$ cat config.mk
export PLATFORM = sky130hd
export DESIGN_NAME = bwa_range_det
export DESIGN_NICKNAME = d
export VERILOG_FILES = /design/src/rtl/bwa_pkg.sv /design/src/rtl/bwa_ha.sv /design/src/rtl/bwa_leaf.sv /design/src/rtl/bwa_merge.sv /design/src/rtl/bwa_decode.sv /design/src/rtl/bwa_range_det.sv
export SDC_FILE = /design/constraint.sdc
export NUM_CORES = 1
export LEC_CHECK = 0
export ABC_AREA = 1
export BUFFER_PORTS_ARGS = -buffer_cell sky130_fd_sc_hd__clkbuf_2
export CORE_AREA = 2 2 39 41
export DETAILED_ROUTE_END_ITERATION = 10
export DIE_AREA = 0 0 41 43
export RECOVER_POWER = 50
export SETUP_SLACK_MARGIN = 0.05
export SYNTH_ARGS = -nofsm -noshare
export SYNTH_HDL_FRONTEND = slang
export SYNTH_SLANG_ARGS = --single-unit
$ cat constraint.sdc
create_clock -name vclk -period 6.1
set_clock_uncertainty 0.1 [all_clocks]
set_input_delay 1.83 -clock vclk [all_inputs]
set_output_delay 1.83 -clock vclk [all_outputs]
set_load 0.01 [all_outputs]
$ cat src/rtl/bwa_pkg.sv
package bwa_pkg;
  // Weighted lines of one subtree: sat = some weight-4 or higher line set
  typedef struct packed {
    logic sat;
    logic w2;
    logic w1;
  } bwa_wt_t;
endpackage

$ cat src/rtl/bwa_ha.sv
module bwa_ha (
  input  logic a_i,
  input  logic b_i,
  output logic sum_o,
  output logic cry_o
);
  assign sum_o = a_i ^ b_i;
  assign cry_o = a_i & b_i;
endmodule

$ cat src/rtl/bwa_leaf.sv
module bwa_leaf
  import bwa_pkg::*;
(
  input  logic [1:0] pair_i,
  output bwa_wt_t    wt_o
);
  logic s, c;

  bwa_ha u_ha (.a_i(pair_i[0]), .b_i(pair_i[1]), .sum_o(s), .cry_o(c));

  assign wt_o.w1  = s;
  assign wt_o.w2  = c;
  assign wt_o.sat = 1'b0;
endmodule

$ cat src/rtl/bwa_merge.sv
module bwa_merge
  import bwa_pkg::*;
(
  input  bwa_wt_t lo_i,
  input  bwa_wt_t hi_i,
  output bwa_wt_t wt_o
);
  logic s1, k2;      // weight 1 sum, weight 2 carry from the sum lines
  logic m2, q4a;     // weight 2 sum, weight 4 carry from the carry lines
  logic c2, q4b;     // final weight 2 line, second weight 4 carry

  // sums pair with sums
  bwa_ha u_ha_sum (.a_i(lo_i.w1), .b_i(hi_i.w1), .sum_o(s1), .cry_o(k2));
  // carries pair with carries
  bwa_ha u_ha_cry (.a_i(lo_i.w2), .b_i(hi_i.w2), .sum_o(m2), .cry_o(q4a));
  // both weight 2: the fresh carry joins the carry chain
  bwa_ha u_ha_w2  (.a_i(m2),      .b_i(k2),      .sum_o(c2), .cry_o(q4b));

  assign wt_o.w1  = s1;
  assign wt_o.w2  = c2;
  // weight >= 4 needs no exact value: OR tree
  assign wt_o.sat = lo_i.sat | hi_i.sat | q4a | q4b;
endmodule

$ cat src/rtl/bwa_decode.sv
module bwa_decode
  import bwa_pkg::*;
(
  input  bwa_wt_t wt_i,
  output logic    zero_o,
  output logic    one_o,
  output logic    two_o,
  output logic    many_o
);
  assign zero_o = ~wt_i.sat & ~wt_i.w2 & ~wt_i.w1;
  assign one_o  = ~wt_i.sat & ~wt_i.w2 &  wt_i.w1;
  assign two_o  = ~wt_i.sat &  wt_i.w2 & ~wt_i.w1;
  assign many_o =  wt_i.sat | (wt_i.w2 & wt_i.w1);
endmodule

$ cat src/rtl/bwa_range_det.sv
module bwa_range_det
  import bwa_pkg::*;
#(
  parameter int N_BITS = 8   // power of two, at least 2
) (
  input  logic [N_BITS-1:0] diff_i,
  output logic              rng_zero_o,
  output logic              rng_one_o,
  output logic              rng_two_o,
  output logic              rng_many_o
);
  localparam int LEAVES = N_BITS / 2;
  localparam int NODES  = 2 * LEAVES - 1;
  localparam int FIRST_LEAF = LEAVES - 1;

  // heap order: node 0 is the root, children of i are 2i+1 and 2i+2
  bwa_wt_t node [NODES];

  for (genvar g = 0; g < LEAVES; g++) begin : g_leaf
    bwa_leaf u_leaf (
      .pair_i(diff_i[2*g+1:2*g]),
      .wt_o  (node[FIRST_LEAF+g])
    );
  end

  for (genvar g = 0; g < FIRST_LEAF; g++) begin : g_merge
    bwa_merge u_merge (
      .lo_i(node[2*g+1]),
      .hi_i(node[2*g+2]),
      .wt_o(node[g])
    );
  end

  bwa_decode u_dec (
    .wt_i  (node[0]),
    .zero_o(rng_zero_o),
    .one_o (rng_one_o),
    .two_o (rng_two_o),
    .many_o(rng_many_o)
  );
endmodule

# Word-level counts from Yosys, hierarchy flattened
# Index checks and enable logic that the tools add are counted.
[word_totals] in_bits=8 n_memories=0 ramBits=0 ff_bits=0 latchBits=0 mem_bits_ro=0
[op_classes] bitwise_logic=41 n_reduce_logical=0 add_sub_neg=0 n_eq_ne=0 div=0 shifts=0 n_mul=0 n_lt_le_gt_ge=0 mux=0
[op_table] op="$and A1 B1 Y1" count=19
[op_table] op="$xor A1 B1 Y1" count=13
[op_table] op="$or A1 B1 Y1" count=6
[op_table] op="$not A1 Y1" count=3

# Logic depth before layout (Yosys ltp)
# Gate-level depths: netlist of run 1.
[logic_depth] word_depth=10 ltp_mapped=8

# By module
# From an unflattened synthesis of run 1, not the netlist that was laid out.
[hier_totals] cells_unflattened=54 area_unflattened_um2=384.1
[by_module_without_submodules] module="bwa_ha" instances=13 seq_area_each_um2=0.0 cells_per_inst=1 area_per_inst_um2=12.5
[by_module_without_submodules] module="bwa_leaf" instances=4 seq_area_each_um2=0.0 cells_per_inst=4 area_per_inst_um2=26.3
[by_module_without_submodules] module="bwa_merge" instances=3 seq_area_each_um2=0.0 cells_per_inst=5 area_per_inst_um2=26.3
[by_module_without_submodules] module="bwa_decode" instances=1 seq_area_each_um2=0.0 cells_per_inst=10 area_per_inst_um2=37.5

# Least setup slack after synthesis of run 1
# Ideal clock, no wire load.
[synth_timing] path_kind="input to output" from="in diff_i[0]" to="out rng_one_o" slack_ps=515 arrival_ps=3655 stages=8 n_path_buf=0 path_cell_list="ha_1 > ha_1 > fa_1 > ha_1 > ha_1 > inv_1 > nand3_1 > nor2_1"
[synth_between] elab_chain_cells=10 word_cells_on_any_way=22
[synth_lines] item="start, declared" line="bwa_range_det.sv:6" source="input logic [N_BITS-1:0] diff_i,"
[synth_lines] item="$and A1 B1 Y1 / $xor A1 B1 Y1 (equally long branches)" line="bwa_ha.sv:8, bwa_ha.sv:7"
[synth_lines] item="$xor A1 B1 Y1 / $and A1 B1 Y1 (equally long branches)" line="bwa_ha.sv:7, bwa_ha.sv:8"
[synth_lines] item="$and A1 B1 Y1" line="bwa_ha.sv:8" source="assign cry_o = a_i & b_i;"
[synth_lines] item="$or A1 B1 Y1 (4 in series)" line="bwa_merge.sv:22" source="assign wt_o.sat = lo_i.sat | hi_i.sat | q4a | q4b;"
[synth_lines] item="$not A1 Y1" line="bwa_decode.sv:11" source="assign one_o = ~wt_i.sat & ~wt_i.w2 & wt_i.w1;"
[synth_lines] item="$and A1 B1 Y1" line="bwa_decode.sv:11"
[synth_lines] item="$and A1 B1 Y1 *" line="bwa_decode.sv:11"
[synth_lines] item="end, declared" line="bwa_range_det.sv:8" source="output logic rng_one_o,"
# Mark *: on every way between the ends. The rest lies on a longest branch, timed or not.

# Final worst setup path of run 1
# Same ends and word-level chain as after synthesis.

==> results.json, run 1 <==
{
  "max_freq_ghz": 0.173,
  "fill_cells": 167,
  "chipHeight_um": 43,
  "post-route-period-util_pct": 94.8,
  "grt_pass1_wl_um": 593,
  "crit_fanout": 2,
  "drtIter0Drc": 2,
  "antenna_found_initial": 0,
  "hpwl_um": 324,
  "crit_arrival_ns": 3.85,
  "postCtsSetupBuffers": 0,
  "drv_cap": 0,
  "worstSetupPathType": "input port to primary output",
  "ys_warn_count": 0,
  "drtAntennaViolNets": 0,
  "timing.setup.tns_ns": 0,
  "crit_start": "diff_i[0]",
  "core_area_um2": 1380,
  "num_rows": 14,
  "fin_ws_ns": 0.320,
  "netlist_instances": 22,
  "synth_top_area_share_pct": 55.6,
  "worstHoldPathType": "input port to primary output",
  "cts_hold_buf": 0,
  "synth-seq-area-share_pct": 0,
  "drv_slew": 0,
  "synth_common_cells": "9 x ha_1, 3 x nand3_1, 3 x nor2_1",
  "fin_util_pct": 20.2,
  "grt_max_degree": 4,
  "crit_required_ns": 4.17,
  "die_w_um": 41,
  "seq_area_um2": 0,
  "dieArea_um2": 1760,
  "max-vdd-ir-drop_mv": 0.0942,
  "setup.worst_path.end": "rng_one_o",
  "drive_above_1_share_pct": 35.3,
  "vias_per_cell": 3.70,
  "yosysTopAreaCell": "ha_1",
  "synth_fa_ha_area_share_pct": 75.3,
  "synth_xor_area_share_pct": 0,
  "cpMostUsedCell": "ha_1",
  "numPortBuffers": 12,
  "io-pin-count": 12,
  "pre_cts_slack_ns": 0.307,
  "fin_crit_ns": 5.78,
  "vias": 185,
  "syn_area_um2": 203,
  "yosys.area_share.simple_pct": 21.0,
  "synthesis.nets": 41,
  "overflow": 0,
  "flops_and_latches": 0,
  "power_density_nw_per_um2": 190,
  "p_leak_nw": 0.167,
  "hold_viol_final": 0,
  "routed_wl_um": 311,
  "max_slew.worst_pin.slew_ns": 0.182,
  "dr.pass1.iters": 4,
  "slew-limit-headroom_pct": 87.8,
  "synthMuxAreaShare_pct": 0,
  "synth_area_leaders": "ha_1 56%, fa_1 20%, nand3_1 7.4%",
  "status": "finished, final reports clean",
  "diodes": 0,
  "track_usage_pct": 4.51,
  "start_kind": "input port",
  "wl_per_cell_um": 6.22,
  "cpPeakStageDelay_ns": 0.43,
  "post_cts_resized": 0,
  "grt_pass1_vias": 166,
  "crit_chain": "clkbuf_2, ha_1, ha_1, fa_1, ha_1, ha_1, inv_1, nand3_1, nor2_1, clkbuf_2",
  "area_growth_pct": 37.7,
  "yosysMostFrequentCell": "ha_1",
  "finalNetCount": 55,
  "yosys.cell_types.count": 7,
  "synth_area_per_cell_um2": 9.21,
  "synth-compound-area-share_pct": 0,
  "setup_viol": 0,
  "rsz0062_at_grt": "no",
  "route.detailed.drc": 0,
  "gp_congestion": 0.578,
  "start_util_pct": 14.6,
  "synth_top_family_by_area": "adder cells",
  "fin_worst_hold_slack_ns": 4.19,
  "clkbuf_count": 0,
  "cp-end-kind": "primary output",
  "critPathSlowestCell": "fa_1"
}
worst min path at each step:
stage | from | to | slack (ns) | cells after the start
after floorplan | diff_i[7] | rng_zero_o | 3.98 | 4
after global placement | diff_i[7] | rng_zero_o | 4.20 | 6
after detailed placement | diff_i[3] | rng_zero_o | 4.20 | 6
after CTS | diff_i[3] | rng_zero_o | 4.21 | 6
after global routing | diff_i[7] | rng_zero_o | 4.25 | 6
final | diff_i[3] | rng_zero_o | 4.19 | 6
report_power, final:
group          total [mW]  internal (mW)  switching [mW]
Clock                   0              0               0
Sequential              0              0               0
Combinational      0.0529         0.0231          0.0298
stage by stage:
step                      area, um^2  total power [mW]  instances
after floorplan                  203            0.0382         22
after global placement           283            0.0550         50
after detailed placement         283            0.0560         50
after CTS                        283            0.0564         50
after global routing             279            0.0618         50
final                            279            0.0529         50
cell families after synthesis:
group,count (synthesis)
and+or+nand+nor,9
adders and majority gates,11
buffers and inverters,2
cell usage in the layout, fill, tap and decap left out:
cell,n
nand3_1,3
nor2_1,4
clkbuf_2,11
ha_1,9
nor2_2,1
fa_1,2
nand2_1,1
clkbuf_1,1
inv_1,2
worst max-delay path, delay by kind of cell:
kind	cells	cell delay, ns
fa+ha+maj	5	1.53
buf+inv	3	0.28
simple gates	2	0.19
layout make-up:
class	instances	area (um^2)	area share [%]
inverters	2	7.51	2.69
repair buffers	12	58.8	21.1
multi-input cells	20	193	69.1
well taps	16	20.0	7.17
layer usage:
| metal | routed length, um | track usage [%] |
|---|---|---|
| met1 | 124 | 6.41 |
| met2 | 169 | 7.81 |
| met3 | 17 | 0 |
| met4 | 0 | 0 |
| met5 | 0 | 0 |
Note: power is estimated with default switching activity, not from simulation.
==> run 2, diff against run 1 <==
clock period = 7.25 ns   (was 6.1 ns; I/O delays follow)
==> run 2 against run 1 <==
Net effect: combinational power down 16%; sequential cell count unchanged; cell count unchanged.
==> results.json, run 2 (synthesized netlist as in run 1, its figures left out) <==
{
  "routed_wl_um": 341,
  "antenna_found_initial": 0,
  "final_cell_mix": "11 x clkbuf_2, 9 x ha_1, 4 x nor2_1, 3 x nand3_1",
  "grt_pass1_vias": 179,
  "grt_pass1_wl_um": 586,
  "worstSetupPathType": "input port to primary output",
  "drtAntennaViolNets": 0,
  "drv_cap": 0,
  "vias_per_cell": 3.78,
  "slew-limit-headroom_pct": 88.0,
  "dr.pass1.iters": 4,
  "pre_cts_slack_ns": 0.766,
  "crit_required_ns": 4.97,
  "clkbuf_count": 0,
  "setup_viol": 0,
  "power_density_nw_per_um2": 160,
  "start_kind": "input port",
  "flops_and_latches": 0,
  "cp-end-kind": "primary output",
  "hold_viol_final": 0,
  "drive_above_1_share_pct": 35.3,
  "crit_fanout": 3,
  "fin_ws_ns": 0.781,
  "num_rows": 14,
  "track_usage_pct": 4.50,
  "diodes": 0,
  "fin_crit_ns": 6.47,
  "wl_per_cell_um": 6.82,
  "grt_max_degree": 4,
  "gp_congestion": 0.593,
  "overflow": 0,
  "post-route-period-util_pct": 89.2,
  "seq_area_um2": 0,
  "timing.setup.tns_ns": 0,
  "numPortBuffers": 12,
  "area_growth_pct": 37.7,
  "finalNetCount": 55,
  "core_area_um2": 1380,
  "die_w_um": 41,
  "finalNonFillerCells": 50,
  "rsz0062_at_grt": "no",
  "max_slew.worst_pin.slew_ns": 0.179,
  "vias": 189,
  "drtIter0Drc": 3,
  "fin_total_pwr_mw": 0.0445,
  "max_freq_ghz": 0.155,
  "worstHoldPathType": "input port to primary output",
  "io-pin-count": 12,
  "route.detailed.drc": 0,
  "post_cts_resized": 0,
  "fin_worst_hold_slack_ns": 4.88,
  "dp_cells": 50,
  "p_leak_nw": 0.167,
  "dieArea_um2": 1760,
  "final_common_cell": "clkbuf_2",
  "drv_slew": 0,
  "status": "finished, final reports clean",
  "start_util_pct": 14.6,
  "cts_hold_buf": 0,
  "chipHeight_um": 43,
  "max-vdd-ir-drop_mv": 0.0765,
  "crit_arrival_ns": 4.19,
  "postCtsSetupBuffers": 0
}
## run 2: stage by stage
stage          util, %  instance area (um^2)
2_1_floorplan        -                   203
3_3_place_gp      20.4                   283
3_5_place_dp      20.4                   283
4_1_cts           20.4                   283
5_1_grt           20.2                   279
6_report          20.2                   279
## run 2: power breakdown
part           switching [mW]  internal [mW]  leakage (nW)
sequential                  0              0             0
clock                       0              0             0
combinational          0.0250         0.0195         0.167
## run 2: worst max-delay path, cell delays in order
cell	delay, ns
clkbuf_2	0.08
ha_1	0.28
ha_1	0.21
fa_1	0.43
ha_1	0.31
ha_1	0.19
nor2_1	0.16
nand3_1	0.12
nor2_1	0.10
clkbuf_2	0.13
## run 2: path summary, 6_finish.rpt
check,from,to,slack (ns),depth (start not counted)
min,diff_i[7],rng_zero_o,4.88,6
max,diff_i[0],rng_one_o,0.78,10
## run 2: final cells by class
cell class	instances	area [um^2]
Fill cell	161	1100
Multi-Input combinational cell	20	193
Inverter	2	7.51
Timing Repair Buffer	12	58.8
Tap cell	16	20.0
## run 2: metal layers
layer	GRT usage, %	share of wire (%)	vias up
met4	0	0	0
met3	0	3.2	0
met5	0	0	-
met1	4.78	38	85
li1	-	-	100
met2	9.38	58	4
